**src/rtl/auxreq_pkg.sv**
```systemverilog
package auxreq_pkg;

    // transfer engine status codes
    localparam logic [2:0] XS_OK      = 3'd0;
    localparam logic [2:0] XS_TIMEOUT = 3'd1;
    localparam logic [2:0] XS_FLAGS   = 3'd2;
    localparam logic [2:0] XS_ERROR   = 3'd3;
    localparam logic [2:0] XS_BUSY    = 3'd4;

    // request command nibbles
    localparam logic [3:0] CMD_NWR    = 4'h8;
    localparam logic [3:0] CMD_NRD    = 4'h9;
    localparam logic [3:0] CMD_I2C_WR = 4'h0;
    localparam logic [3:0] CMD_I2C_RD = 4'h1;
    localparam logic [3:0] CMD_MOT    = 4'h4;

    // two-bit reply codes, both layers
    localparam logic [1:0] RPL_ACK   = 2'd0;
    localparam logic [1:0] RPL_NACK  = 2'd1;
    localparam logic [1:0] RPL_DEFER = 2'd2;

    typedef enum logic [2:0] {
        RES_OK          = 3'd0,
        RES_TIMEOUT     = 3'd1,
        RES_IO_ERR      = 3'd2,
        RES_PROTO_ERR   = 3'd3,
        RES_REMOTE_ERR  = 3'd4,
        RES_RETRIES_OUT = 3'd5,
        RES_TOO_LONG    = 3'd6
    } result_e;

    typedef enum logic [1:0] {
        ACT_FINISH     = 2'd0,
        ACT_RETRY_NOW  = 2'd1,
        ACT_RETRY_WAIT = 2'd2
    } act_e;

    typedef struct packed {
        act_e    act;
        result_e res;
    } verdict_t;

    typedef enum logic [2:0] {
        F_IDLE, F_ISSUE, F_WAIT, F_BACKOFF, F_FINISH
    } fsm_e;

    typedef struct packed {
        logic [1:0]  kind;
        logic [15:0] addr;
        logic        i2c_start;
        logic        i2c_stop;
        logic        i2c_read;
    } req_t;

    function automatic logic kind_is_i2c(input logic [1:0] k);
        return k[1];
    endfunction

    function automatic logic kind_is_nwr(input logic [1:0] k);
        return k == 2'd1;
    endfunction

endpackage

```
**src/rtl/auxreq_tick.sv**
```systemverilog
module auxreq_tick #(
    parameter int CLKS_PER_US = 100
) (
    input  logic clk,
    input  logic rst,
    output logic tick
);
    localparam int CW = (CLKS_PER_US > 1) ? $clog2(CLKS_PER_US) : 1;
    localparam logic [CW-1:0] LAST = CW'(CLKS_PER_US - 1);

    logic [CW-1:0] div_q;

    always_ff @(posedge clk) begin
        if (rst)               div_q <= '0;
        else if (div_q == LAST) div_q <= '0;
        else                   div_q <= div_q + 1'b1;
    end

    assign tick = (div_q == LAST);

    generate
        if (CLKS_PER_US > 1) begin : g_spacing
            p_tick_spacing_r6: assert property (@(posedge clk) disable iff (rst)
                tick |=> !tick);
        end
    endgenerate
endmodule

```
**src/rtl/auxreq_hdr.sv**
```systemverilog
module auxreq_hdr
    import auxreq_pkg::*;
#(
    parameter int LW = 5
) (
    input  req_t          rq,
    input  logic [LW-1:0] len,
    output logic [31:0]   hdr,
    output logic [LW:0]   msg_bytes
);
    logic [3:0]  cmd;
    logic [7:0]  b3;
    logic [LW-1:0] len_m1;

    assign len_m1 = len - 1'b1;

    always_comb begin
        cmd       = CMD_NRD;
        msg_bytes = (LW+1)'(4);
        b3        = 8'h00;
        if (kind_is_i2c(rq.kind)) begin
            cmd       = (rq.i2c_read ? CMD_I2C_RD : CMD_I2C_WR) | (rq.i2c_stop ? 4'h0 : CMD_MOT);
            msg_bytes = rq.i2c_read ? (LW+1)'(4) : (LW+1)'(5);
            b3        = (rq.i2c_start || rq.i2c_stop) ? 8'h30 : {msg_bytes[3:0], 4'h0};
        end else if (kind_is_nwr(rq.kind)) begin
            cmd       = CMD_NWR;
            msg_bytes = (LW+1)'(4) + {1'b0, len};
            b3        = {msg_bytes[3:0], len_m1[3:0]};
        end else begin
            cmd       = CMD_NRD;
            msg_bytes = (LW+1)'(4);
            b3        = {msg_bytes[3:0], len_m1[3:0]};
        end
    end

    assign hdr = {b3, cmd, 4'h0, rq.addr[15:8], rq.addr[7:0]};
endmodule

```
**src/rtl/auxreq_judge.sv**
```systemverilog
module auxreq_judge
    import auxreq_pkg::*;
(
    input  logic       i2c_mode,
    input  logic       native_rd,
    input  logic [2:0] status,
    input  logic [7:0] reply,
    input  logic       rlen_zero,
    output verdict_t   verdict
);
    logic [1:0] link_code;
    logic [1:0] bus_code;

    assign link_code = reply[5:4];
    assign bus_code  = reply[7:6];

    always_comb begin
        verdict.act = ACT_FINISH;
        verdict.res = RES_IO_ERR;
        case (status)
            XS_BUSY:    verdict.act = ACT_RETRY_NOW;
            XS_TIMEOUT: verdict.res = RES_TIMEOUT;
            XS_OK: begin
                if (link_code == RPL_DEFER) begin
                    verdict.act = ACT_RETRY_WAIT;
                end else if (link_code == RPL_ACK) begin
                    if (!i2c_mode) begin
                        verdict.res = RES_OK;
                    end else begin
                        case (bus_code)
                            RPL_ACK:   verdict.res = RES_OK;
                            RPL_DEFER: verdict.act = ACT_RETRY_WAIT;
                            default:   verdict.res = RES_REMOTE_ERR;
                        endcase
                    end
                end else if (i2c_mode) begin
                    verdict.res = RES_REMOTE_ERR;
                end else if (native_rd && rlen_zero) begin
                    verdict.res = RES_PROTO_ERR;
                end else begin
                    verdict.res = RES_IO_ERR;
                end
            end
            default:    verdict.res = RES_IO_ERR;
        endcase
    end
endmodule

```
**src/rtl/auxreq_engine.sv**
```systemverilog
module auxreq_engine
    import auxreq_pkg::*;
#(
    parameter int MAX_BYTES   = 16,
    parameter int MAX_TRIES   = 7,
    parameter int CLKS_PER_US = 100,
    parameter int DEFER_US    = 450,
    localparam int LW = $clog2(MAX_BYTES + 1),
    localparam int DW = MAX_BYTES * 8
) (
    input  logic          clk,
    input  logic          rst,
    input  logic          go,
    input  logic [1:0]    cmd_kind,
    input  logic [15:0]   cmd_addr,
    input  logic [LW-1:0] cmd_len,
    input  logic [DW-1:0] cmd_wdata,
    input  logic          i2c_start,
    input  logic          i2c_stop,
    input  logic          i2c_read,
    output logic          xfer_valid,
    output logic [31:0]   xfer_hdr,
    output logic [LW:0]   xfer_len,
    output logic [DW-1:0] xfer_wdata,
    input  logic          xfer_done,
    input  logic [2:0]    xfer_status,
    input  logic [7:0]    xfer_reply,
    input  logic [LW-1:0] xfer_rlen,
    input  logic [DW-1:0] xfer_rdata,
    output logic          busy,
    output logic          done,
    output logic [2:0]    result,
    output logic [LW-1:0] rd_count,
    output logic [DW-1:0] rd_data
);
    localparam int TW = $clog2(MAX_TRIES + 1);
    localparam int BW = (DEFER_US > 0) ? $clog2(DEFER_US + 1) : 1;
    localparam logic [LW-1:0] LEN_MAX   = LW'(MAX_BYTES);
    localparam logic [TW-1:0] TRIES_MAX = TW'(MAX_TRIES);
    localparam logic [BW-1:0] WAIT_LOAD = BW'(DEFER_US);

    fsm_e          fsm_q;
    req_t          req_q;
    logic [LW-1:0] len_q;
    logic [DW-1:0] wdata_q;
    logic [TW-1:0] tries_q;
    logic [BW-1:0] wait_q;
    result_e       result_q;
    logic [LW-1:0] count_q;
    logic [DW-1:0] data_q;

    logic          us_tick;
    verdict_t      verdict;
    logic          is_i2c_q;
    logic          is_nwr_q;
    logic          plain_i2c_rd;
    logic          keep_data;
    logic [LW-1:0] cap;
    logic [LW-1:0] cnt_ok;
    logic [DW-1:0] data_ok;
    logic          tries_spent;

    auxreq_tick #(.CLKS_PER_US(CLKS_PER_US)) u_tick (
        .clk  (clk),
        .rst  (rst),
        .tick (us_tick)
    );

    auxreq_hdr #(.LW(LW)) u_hdr (
        .rq        (req_q),
        .len       (len_q),
        .hdr       (xfer_hdr),
        .msg_bytes (xfer_len)
    );

    auxreq_judge u_judge (
        .i2c_mode  (is_i2c_q),
        .native_rd (!is_i2c_q && !is_nwr_q),
        .status    (xfer_status),
        .reply     (xfer_reply),
        .rlen_zero (xfer_rlen == '0),
        .verdict   (verdict)
    );

    assign is_i2c_q     = kind_is_i2c(req_q.kind);
    assign is_nwr_q     = !is_i2c_q && kind_is_nwr(req_q.kind);
    assign plain_i2c_rd = is_i2c_q && req_q.i2c_read && !req_q.i2c_start && !req_q.i2c_stop;
    assign keep_data    = (!is_i2c_q && !is_nwr_q) || plain_i2c_rd;
    assign cap          = is_i2c_q ? LW'(1) : len_q;
    assign cnt_ok       = is_nwr_q ? len_q : ((xfer_rlen > cap) ? cap : xfer_rlen);
    assign tries_spent  = (tries_q >= TRIES_MAX);

    generate
        for (genvar b = 0; b < MAX_BYTES; b++) begin : g_rx_byte
            assign data_ok[b*8 +: 8] = (keep_data && (LW'(b) < cnt_ok)) ? xfer_rdata[b*8 +: 8] : 8'h00;
        end
    endgenerate

    assign xfer_wdata = (is_nwr_q || (is_i2c_q && !req_q.i2c_read)) ? wdata_q : '0;

    always_ff @(posedge clk) begin
        if (rst) begin
            fsm_q    <= F_IDLE;
            req_q    <= '0;
            len_q    <= '0;
            wdata_q  <= '0;
            tries_q  <= '0;
            wait_q   <= '0;
            result_q <= RES_OK;
            count_q  <= '0;
            data_q   <= '0;
        end else begin
            case (fsm_q)
                F_IDLE: begin
                    if (go) begin
                        req_q   <= '{kind: cmd_kind, addr: cmd_addr, i2c_start: i2c_start,
                                     i2c_stop: i2c_stop, i2c_read: i2c_read};
                        len_q   <= cmd_len;
                        wdata_q <= cmd_wdata;
                        tries_q <= '0;
                        count_q <= '0;
                        data_q  <= '0;
                        if (kind_is_nwr(cmd_kind) && (cmd_len > LEN_MAX)) begin
                            result_q <= RES_TOO_LONG;
                            fsm_q    <= F_FINISH;
                        end else begin
                            fsm_q <= F_ISSUE;
                        end
                    end
                end
                F_ISSUE: begin
                    tries_q <= tries_q + 1'b1;
                    fsm_q   <= F_WAIT;
                end
                F_WAIT: begin
                    if (xfer_done) begin
                        case (verdict.act)
                            ACT_RETRY_NOW: begin
                                if (tries_spent) begin
                                    result_q <= RES_RETRIES_OUT;
                                    fsm_q    <= F_FINISH;
                                end else begin
                                    fsm_q <= F_ISSUE;
                                end
                            end
                            ACT_RETRY_WAIT: begin
                                if (tries_spent) begin
                                    result_q <= RES_RETRIES_OUT;
                                    fsm_q    <= F_FINISH;
                                end else begin
                                    wait_q <= WAIT_LOAD;
                                    fsm_q  <= F_BACKOFF;
                                end
                            end
                            default: begin
                                result_q <= verdict.res;
                                if (verdict.res == RES_OK) begin
                                    count_q <= cnt_ok;
                                    data_q  <= data_ok;
                                end
                                fsm_q <= F_FINISH;
                            end
                        endcase
                    end
                end
                F_BACKOFF: begin
                    if (us_tick) begin
                        if (wait_q <= BW'(1)) fsm_q <= F_ISSUE;
                        else                  wait_q <= wait_q - 1'b1;
                    end
                end
                F_FINISH: fsm_q <= F_IDLE;
                default:  fsm_q <= F_IDLE;
            endcase
        end
    end

    assign xfer_valid = (fsm_q == F_ISSUE);
    assign busy       = (fsm_q != F_IDLE);
    assign done       = (fsm_q == F_FINISH);
    assign result     = result_q;
    assign rd_count   = count_q;
    assign rd_data    = data_q;

    p_issue_pulse_r12: assert property (@(posedge clk) disable iff (rst)
        xfer_valid |=> !xfer_valid);

    p_done_pulse_r12: assert property (@(posedge clk) disable iff (rst)
        done |=> (!done && !busy));

    p_attempt_bound_r3: assert property (@(posedge clk) disable iff (rst)
        xfer_valid |-> (tries_q < TRIES_MAX));

    p_no_long_write_r2: assert property (@(posedge clk) disable iff (rst)
        xfer_valid |-> !(is_nwr_q && (len_q > LEN_MAX)));

    p_count_clamp_r8: assert property (@(posedge clk) disable iff (rst)
        done |-> (rd_count <= cap));

    p_fail_empty_r4: assert property (@(posedge clk) disable iff (rst)
        (done && (result != 3'd0)) |-> (rd_count == '0));
endmodule

```
**config.mk**
```make
export PLATFORM = sky130hd
export DESIGN_NAME = auxreq_engine
export DESIGN_NICKNAME = d
export VERILOG_FILES = /design/src/rtl/auxreq_pkg.sv /design/src/rtl/auxreq_tick.sv /design/src/rtl/auxreq_hdr.sv /design/src/rtl/auxreq_judge.sv /design/src/rtl/auxreq_engine.sv
export SDC_FILE = /design/constraint.sdc
export NUM_CORES = 1
export LEC_CHECK = 0
export ABC_AREA = 1
export BUFFER_PORTS_ARGS = -buffer_cell sky130_fd_sc_hd__buf_2
export CORE_AREA = 2 2 233 235
export DETAILED_ROUTE_END_ITERATION = 12
export DIE_AREA = 0 0 235 237
export GPL_TIMING_DRIVEN = 0
export SETUP_SLACK_MARGIN = 0.02
export SLEW_MARGIN = 40
export SYNTH_ARGS = -nofsm -noshare
export SYNTH_HDL_FRONTEND = slang
export SYNTH_SLANG_ARGS = --single-unit
```
**constraint.sdc**
```tcl
create_clock -name clk -period 2.5 [get_ports clk]
set_input_delay 0.25 -clock clk [delete_from_list [all_inputs] [get_ports clk]]
set_output_delay 0.25 -clock clk [all_outputs]
set_load 0.01 [all_outputs]
```
### Word-level counts from Yosys, hierarchy flattened

Index checks and enable logic that the tools add are counted.

* $add $sub $neg: 5
* $lt $le $gt $ge: 20
* eq/ne operators: 24
* multiplexer cells: 75
* bitwise operators: 1
* reductions and logical operators: 50

Operators with widths (count)
* $mux 128: 5
* $pmux 128 s2: 1
* $mux 8: 19
* $mux 3: 18
* $mux 9: 5
* $lt 4x5->1 const A: 8
* $mux 5: 7
* $pmux 3 s2: 5
* $logic_and 1x1->1: 24
* $lt 3x5->1 const A: 4
* $ne 2x2->1 const B: 9
* $pmux 9 s2: 1
* $mux 6: 2
* $pmux 3 s4: 1
* $lt 1x5->1 const A: 2
* $lt 2x5->1 const A: 2
* $pmux 5 s2: 1
* $reduce_and 5->1: 2
* $le 9x1->1 const B: 1
* $logic_not 3->1: 3
* $sub 9x1->9 const B: 1
* $mux 2: 4
* $add 7x1->7 const B: 1
* $eq 7x7->1 const B: 1
* other kinds (27): 48

* register bits: 312
* input bits: 302
* output and inout bits: 305
* logic and storage cells: 189

### Logic depth before layout (Yosys ltp)

* depth after elaboration: 15
* mapped depth: 19
* mapped depth without buffers: 18

### Hierarchy

From an unflattened synthesis, not the netlist that was laid out.

* cells, all modules: 1918
* area total of the unflattened synthesis: 13648.1 um^2

Modules (own cells, without submodules)
* auxreq_engine: times used 1, cells each 1781, area an instance 12806.0 um^2, sequential area each 6105.9 um^2
* auxreq_tick: times used 1, cells each 51, area an instance 361.6 um^2, sequential area each 140.1 um^2
* auxreq_hdr: times used 1, cells each 57, area an instance 349.1 um^2, sequential area each 0.0 um^2
* auxreq_judge: times used 1, cells each 29, area an instance 131.4 um^2, sequential area each 0.0 um^2

### Least setup slack after synthesis

No wires, ideal clock.

* path kind: register to register
* start: register req_q, in the netlist is_i2c_q
* end: register data_q[64] (netlist: rd_data[64])
* setup time: 132 ps
* arrival: 2297 ps
* setup slack: 70 ps
* stages on the path, launching flop included: 17
* path buffers: 1
* period minus slack after synthesis: 2430 ps
* cell sequence: dfxtp_1 -> buf_4 -> nor2_1 -> inv_1 -> ha_1 -> a21oi_1 -> nand3_2 -> nand2_2 -> nand2_1 -> nand2_1 -> nand2_1 -> nand2_1 -> nand2_1 -> nor2_1 -> nand2_1 -> nand3b_1 -> a21oi_1

* longest elaborated chain between the ends: 13
* elaborated cells between the ends (all ways): 38
* classes of those cells: 2 x order compare; 5 x eq/ne; 18 x mux; 13 x reduce/logical

Ends and longest elaborated chain
* start, declared: RTL line auxreq_engine.sv:43 `req_t req_q;`
* start signal, assigned: RTL line auxreq_engine.sv:116 `req_q <= '{kind: cmd_kind, addr: cmd_addr, i2c_start: i2c_start,`
* parallel branches: the longest is 13 deep, another holds $gt 5x5->1
* end signal, assigned: RTL line auxreq_engine.sv:159 `data_q <= data_ok;`
* end, declared: RTL line auxreq_engine.sv:50 `logic [DW-1:0] data_q;`

Parallel ways; which one is timed is not known. The select of a mux whose other input is x is not followed.
A chain may end at the register's enable or synchronous reset.

### Worst setup path in the final report

* start: register req_q, in the netlist is_i2c_q
* end: register data_q[12] (netlist: rd_data[12])

* longest elaborated chain between the ends: 13
* elaborated cells between the ends (all ways): 38
* classes of those cells: 2 x order compare; 5 x eq/ne; 18 x mux; 13 x reduce/logical

Ends and longest elaborated chain
* parallel branches: the longest is 13 deep, another holds $gt 5x5->1

Parallel ways; which one is timed is not known. The select of a mux whose other input is x is not followed.

==> out/qor.txt <==
status -> finished with violations
failing checks -> negative setup slack
Synth area leaders -> dfxtp_1 (47%), a21oi_1 (11%), nand2_1 (7.6%)
# Max-Cap Violations -> 0
post-route clock period utilization -> 1.05
Skew-Pair Late Insertion Delay -> 0.55 ns
overall routing resource usage -> 0.202
Cells after Synth -> 1835
Slew headroom -> 0.520
Layout area overhead -> 66.8%
dpl hpwl -> 44400 microns
Ys Warns -> 0
Ports -> 607
critical path capture point type -> register
first drt pass iteration count -> 5
Slew @ Worst Pin -> 0.720 ns
# rows -> 85
Final Hold Fails -> 0
most used flip-flop cell after synthesis -> dfxtp_1
total congestion overflow -> 0
Initial Util -> 0.250
CP Class -> register to register
synthesized cell area -> 13300 sq um
CTS Buf Count -> 37
IO buf count -> 596
largest net degree at the start of global routing -> 14
most common cell after layout, fill and taps aside -> buf_2
Avg Inst Size Synth -> 7.26 sq um
Worst Path Buf+Inv -> 5
Setup violations, final -> 108
area share of the largest cell type after synthesis -> 0.469
required time of the critical path -> 2.91 ns
clock share of power -> 0.236
worst-path cell chain -> buf_12 > nor2_4 > inv_2 > ha_4 > nand2_4 > nor2_4 > nand2_2 > nand3_4 > nand2_4 > buf_6 > nand2_2 > nand3_2 > nand2_4 > nand2_4 > buf_6 > nor2_4 > nor2_4 > buf_12 > nand3_1 > a21oi_1
Critical Path Slowest Stage Cell -> dfxtp_4
Min-Delay Path Class -> primary input to register
fraction of the yosys area taken by sequential cells -> 0.469
Core Area -> 53300 sq um
crit path time final -> 2.63 ns
vias per cell -> 4.55
CTS H-tree depth -> 2
TritonCTS clock tree -> built
Yosys reg bits -> 312
Peak VDD IR -> 0.562 mV
Die H -> 237 microns
WL final -> 60800 microns
CP Launch Type -> register
Layout Utilization -> 0.417
Logic pwr share -> 0.492
CP arrival -> 3.04 ns
sw frac -> 0.412
Synth area leader -> dfxtp_1
Final Max Slew Viols -> 0
Netlist cell types -> 38
layout cell share with drive strength beyond 1 -> 0.340
first-pass GRT wire length -> 87100 microns
clk_skew -> 0.0149 ns
switching power -> 9.61 mW
Remaining DRCs -> 0
register share of total power -> 0.272
initial antenna violation count -> 11
Crit Path Max Fanout -> 8
pwr dens -> 1050 nW/um^2
Worst Setup Slack, final -> -0.131 ns
CP max stage delay -> 0.39 ns
Layout Nets -> 3058
Max Fclk -> 380 MHz
number of synthesized flops with an enable pin -> 0
Root Buffer -> clkbuf_16
vias in the first global route -> 15137
gpl congestion -> 0.859
kind of cell adding the most delay to the critical path -> simple AND/OR/NAND/NOR gates
RSZ-0062 raised after global routing -> true
Initial DRC Count -> 701
Async SR Flop Fraction -> 0
clk sinks -> 312
post-route ant nets -> 0
Via Count -> 15792
leakage -> 9.90 nW
Hold WS -> 0.0290 ns
DR WL/cell -> 17.5 microns
Die Width -> 235 microns
Die ar. -> 55700 sq um
Internal -> 13.7 mW
total power -> 23.3 mW
leading cell types in the layout, fill and taps excluded -> buf_2 (596), dfxtp_1 (311), a21oi_1 (267)
Max clock buf depth -> 3
dpl ws -> -0.787 ns
clock transition at the registers of the reported paths -> 0.06 ns
through the flow:
stage                     std cells  area [sq um]  setup TNS, ns
after CTS                      3450         21500          -2.57
after floorplan                1839         13300              0
after detailed placement       3131         17200        -135.39
after global routing           3472         22200         -25.34
after global placement         3131         17200        -130.92
final                          3472         22200          -6.11
kinds of logic after synthesis:
| logic type | count (synthesis) | share of synthesized area |
|---|---|---|
| adders and majority gates | 12 | 0.0113 |
| AOI/OAI and AO/OA | 487 | 0.186 |
| xor gates and xnor gates | 6 | 0.00394 |
| DFF | 312 | 0.469 |
| and+or+nand+nor | 650 | 0.214 |
| other | 1 | 0.000281 |
| buffers and inverters | 367 | 0.116 |
power groups by stage:
stage | Clock [mW] | Sequential [mW] | Combinational [mW]
floorplan | 0 | 6.40 | 4.79
global placement | 0 | 6.41 | 8.01
detailed placement | 0 | 6.43 | 8.00
CTS | 5.64 | 6.33 | 10.1
global route | 5.85 | 6.43 | 12.4
finish | 5.51 | 6.33 | 11.5
layer usage:
metal / vias to the layer above / track usage / routed length (microns)
met5: - / 0 / 21
met4: 4 / 0.106 / 3320
met3: 159 / 0.0540 / 4240
met2: 658 / 0.343 / 29000
met1: 7208 / 0.232 / 24200
li1: 7763 / - / -
final cells by class:
type / count / area (sq um)
clock inverter: 15 / 189
multi-input combinational: 1160 / 6310
inverter: 227 / 875
sequential: 312 / 6250
timing repair buffer: 866 / 5780
antenna: 6 / 15.0
buffer: 140 / 918
tap: 696 / 871
clock buffer: 50 / 1020
fill: 5359 / 31000
worst reg2reg max path, stage by stage, from the launching register on:
cell and delay, ns:
dfxtp_4 0.39, buf_12 0.16, nor2_4 0.11, inv_2 0.05, ha_4 0.29, nand2_4 0.06, nor2_4 0.09, nand2_2 0.09
nand3_4 0.12, nand2_4 0.10, buf_6 0.13, nand2_2 0.05, nand3_2 0.08, nand2_4 0.10, nand2_4 0.07, buf_6 0.12
nor2_4 0.16, nor2_4 0.05, buf_12 0.14, nand3_1 0.08, a21oi_1 0.07
path summary, 6_finish.rpt:
check / startpoint / endpoint / slack, ns / cells past startpoint
worst max-delay path: is_i2c_q / rd_data[12] / -0.13 / 20
worst min-delay path: cmd_wdata[113] / wdata_q[113] / 0.03 / 3
worst min register to register: req_q[9] / req_q[9] / 0.44 / 2
worst max register to register: is_i2c_q / rd_data[12] / -0.13 / 20
cell usage after synthesis, types with 6 or more instances:
master      n
dfxtp_1   312
a21oi_1   305
nand2_1   269
inv_1     221
nor2_1    203
o21ai_0   165
clkbuf_1   92
nand3_1    92
nand3b_1   33
buf_4      27
nand4_1    21
ha_1       12
buf_2      11
buf_6       7
inv_2       6
flip-flops by register name (all words and copies together) (netlist names):
| register | cells |
|---|---|
| fsm_q | 3 |
| is_i2c_q | 1 |
| len_q | 5 |
| rd_count | 5 |
| rd_data | 128 |
| req_q | 20 |
| result | 3 |
| tries_q | 3 |
| u_tick.div_q | 7 |
| wait_q | 9 |
| wdata_q | 128 |
timing repair:
action | in CTS | in global routing
cloned | 3 | 3
setup endpoints to repair | 267 | 243
resized for setup | 157 | 140
pin swaps | 43 | 28
endpoints found under the hold margin | 228 | 0
buffers inserted | 24 | 16
hold buffers | 228 | 0
(Power assumes the default switching activity.)
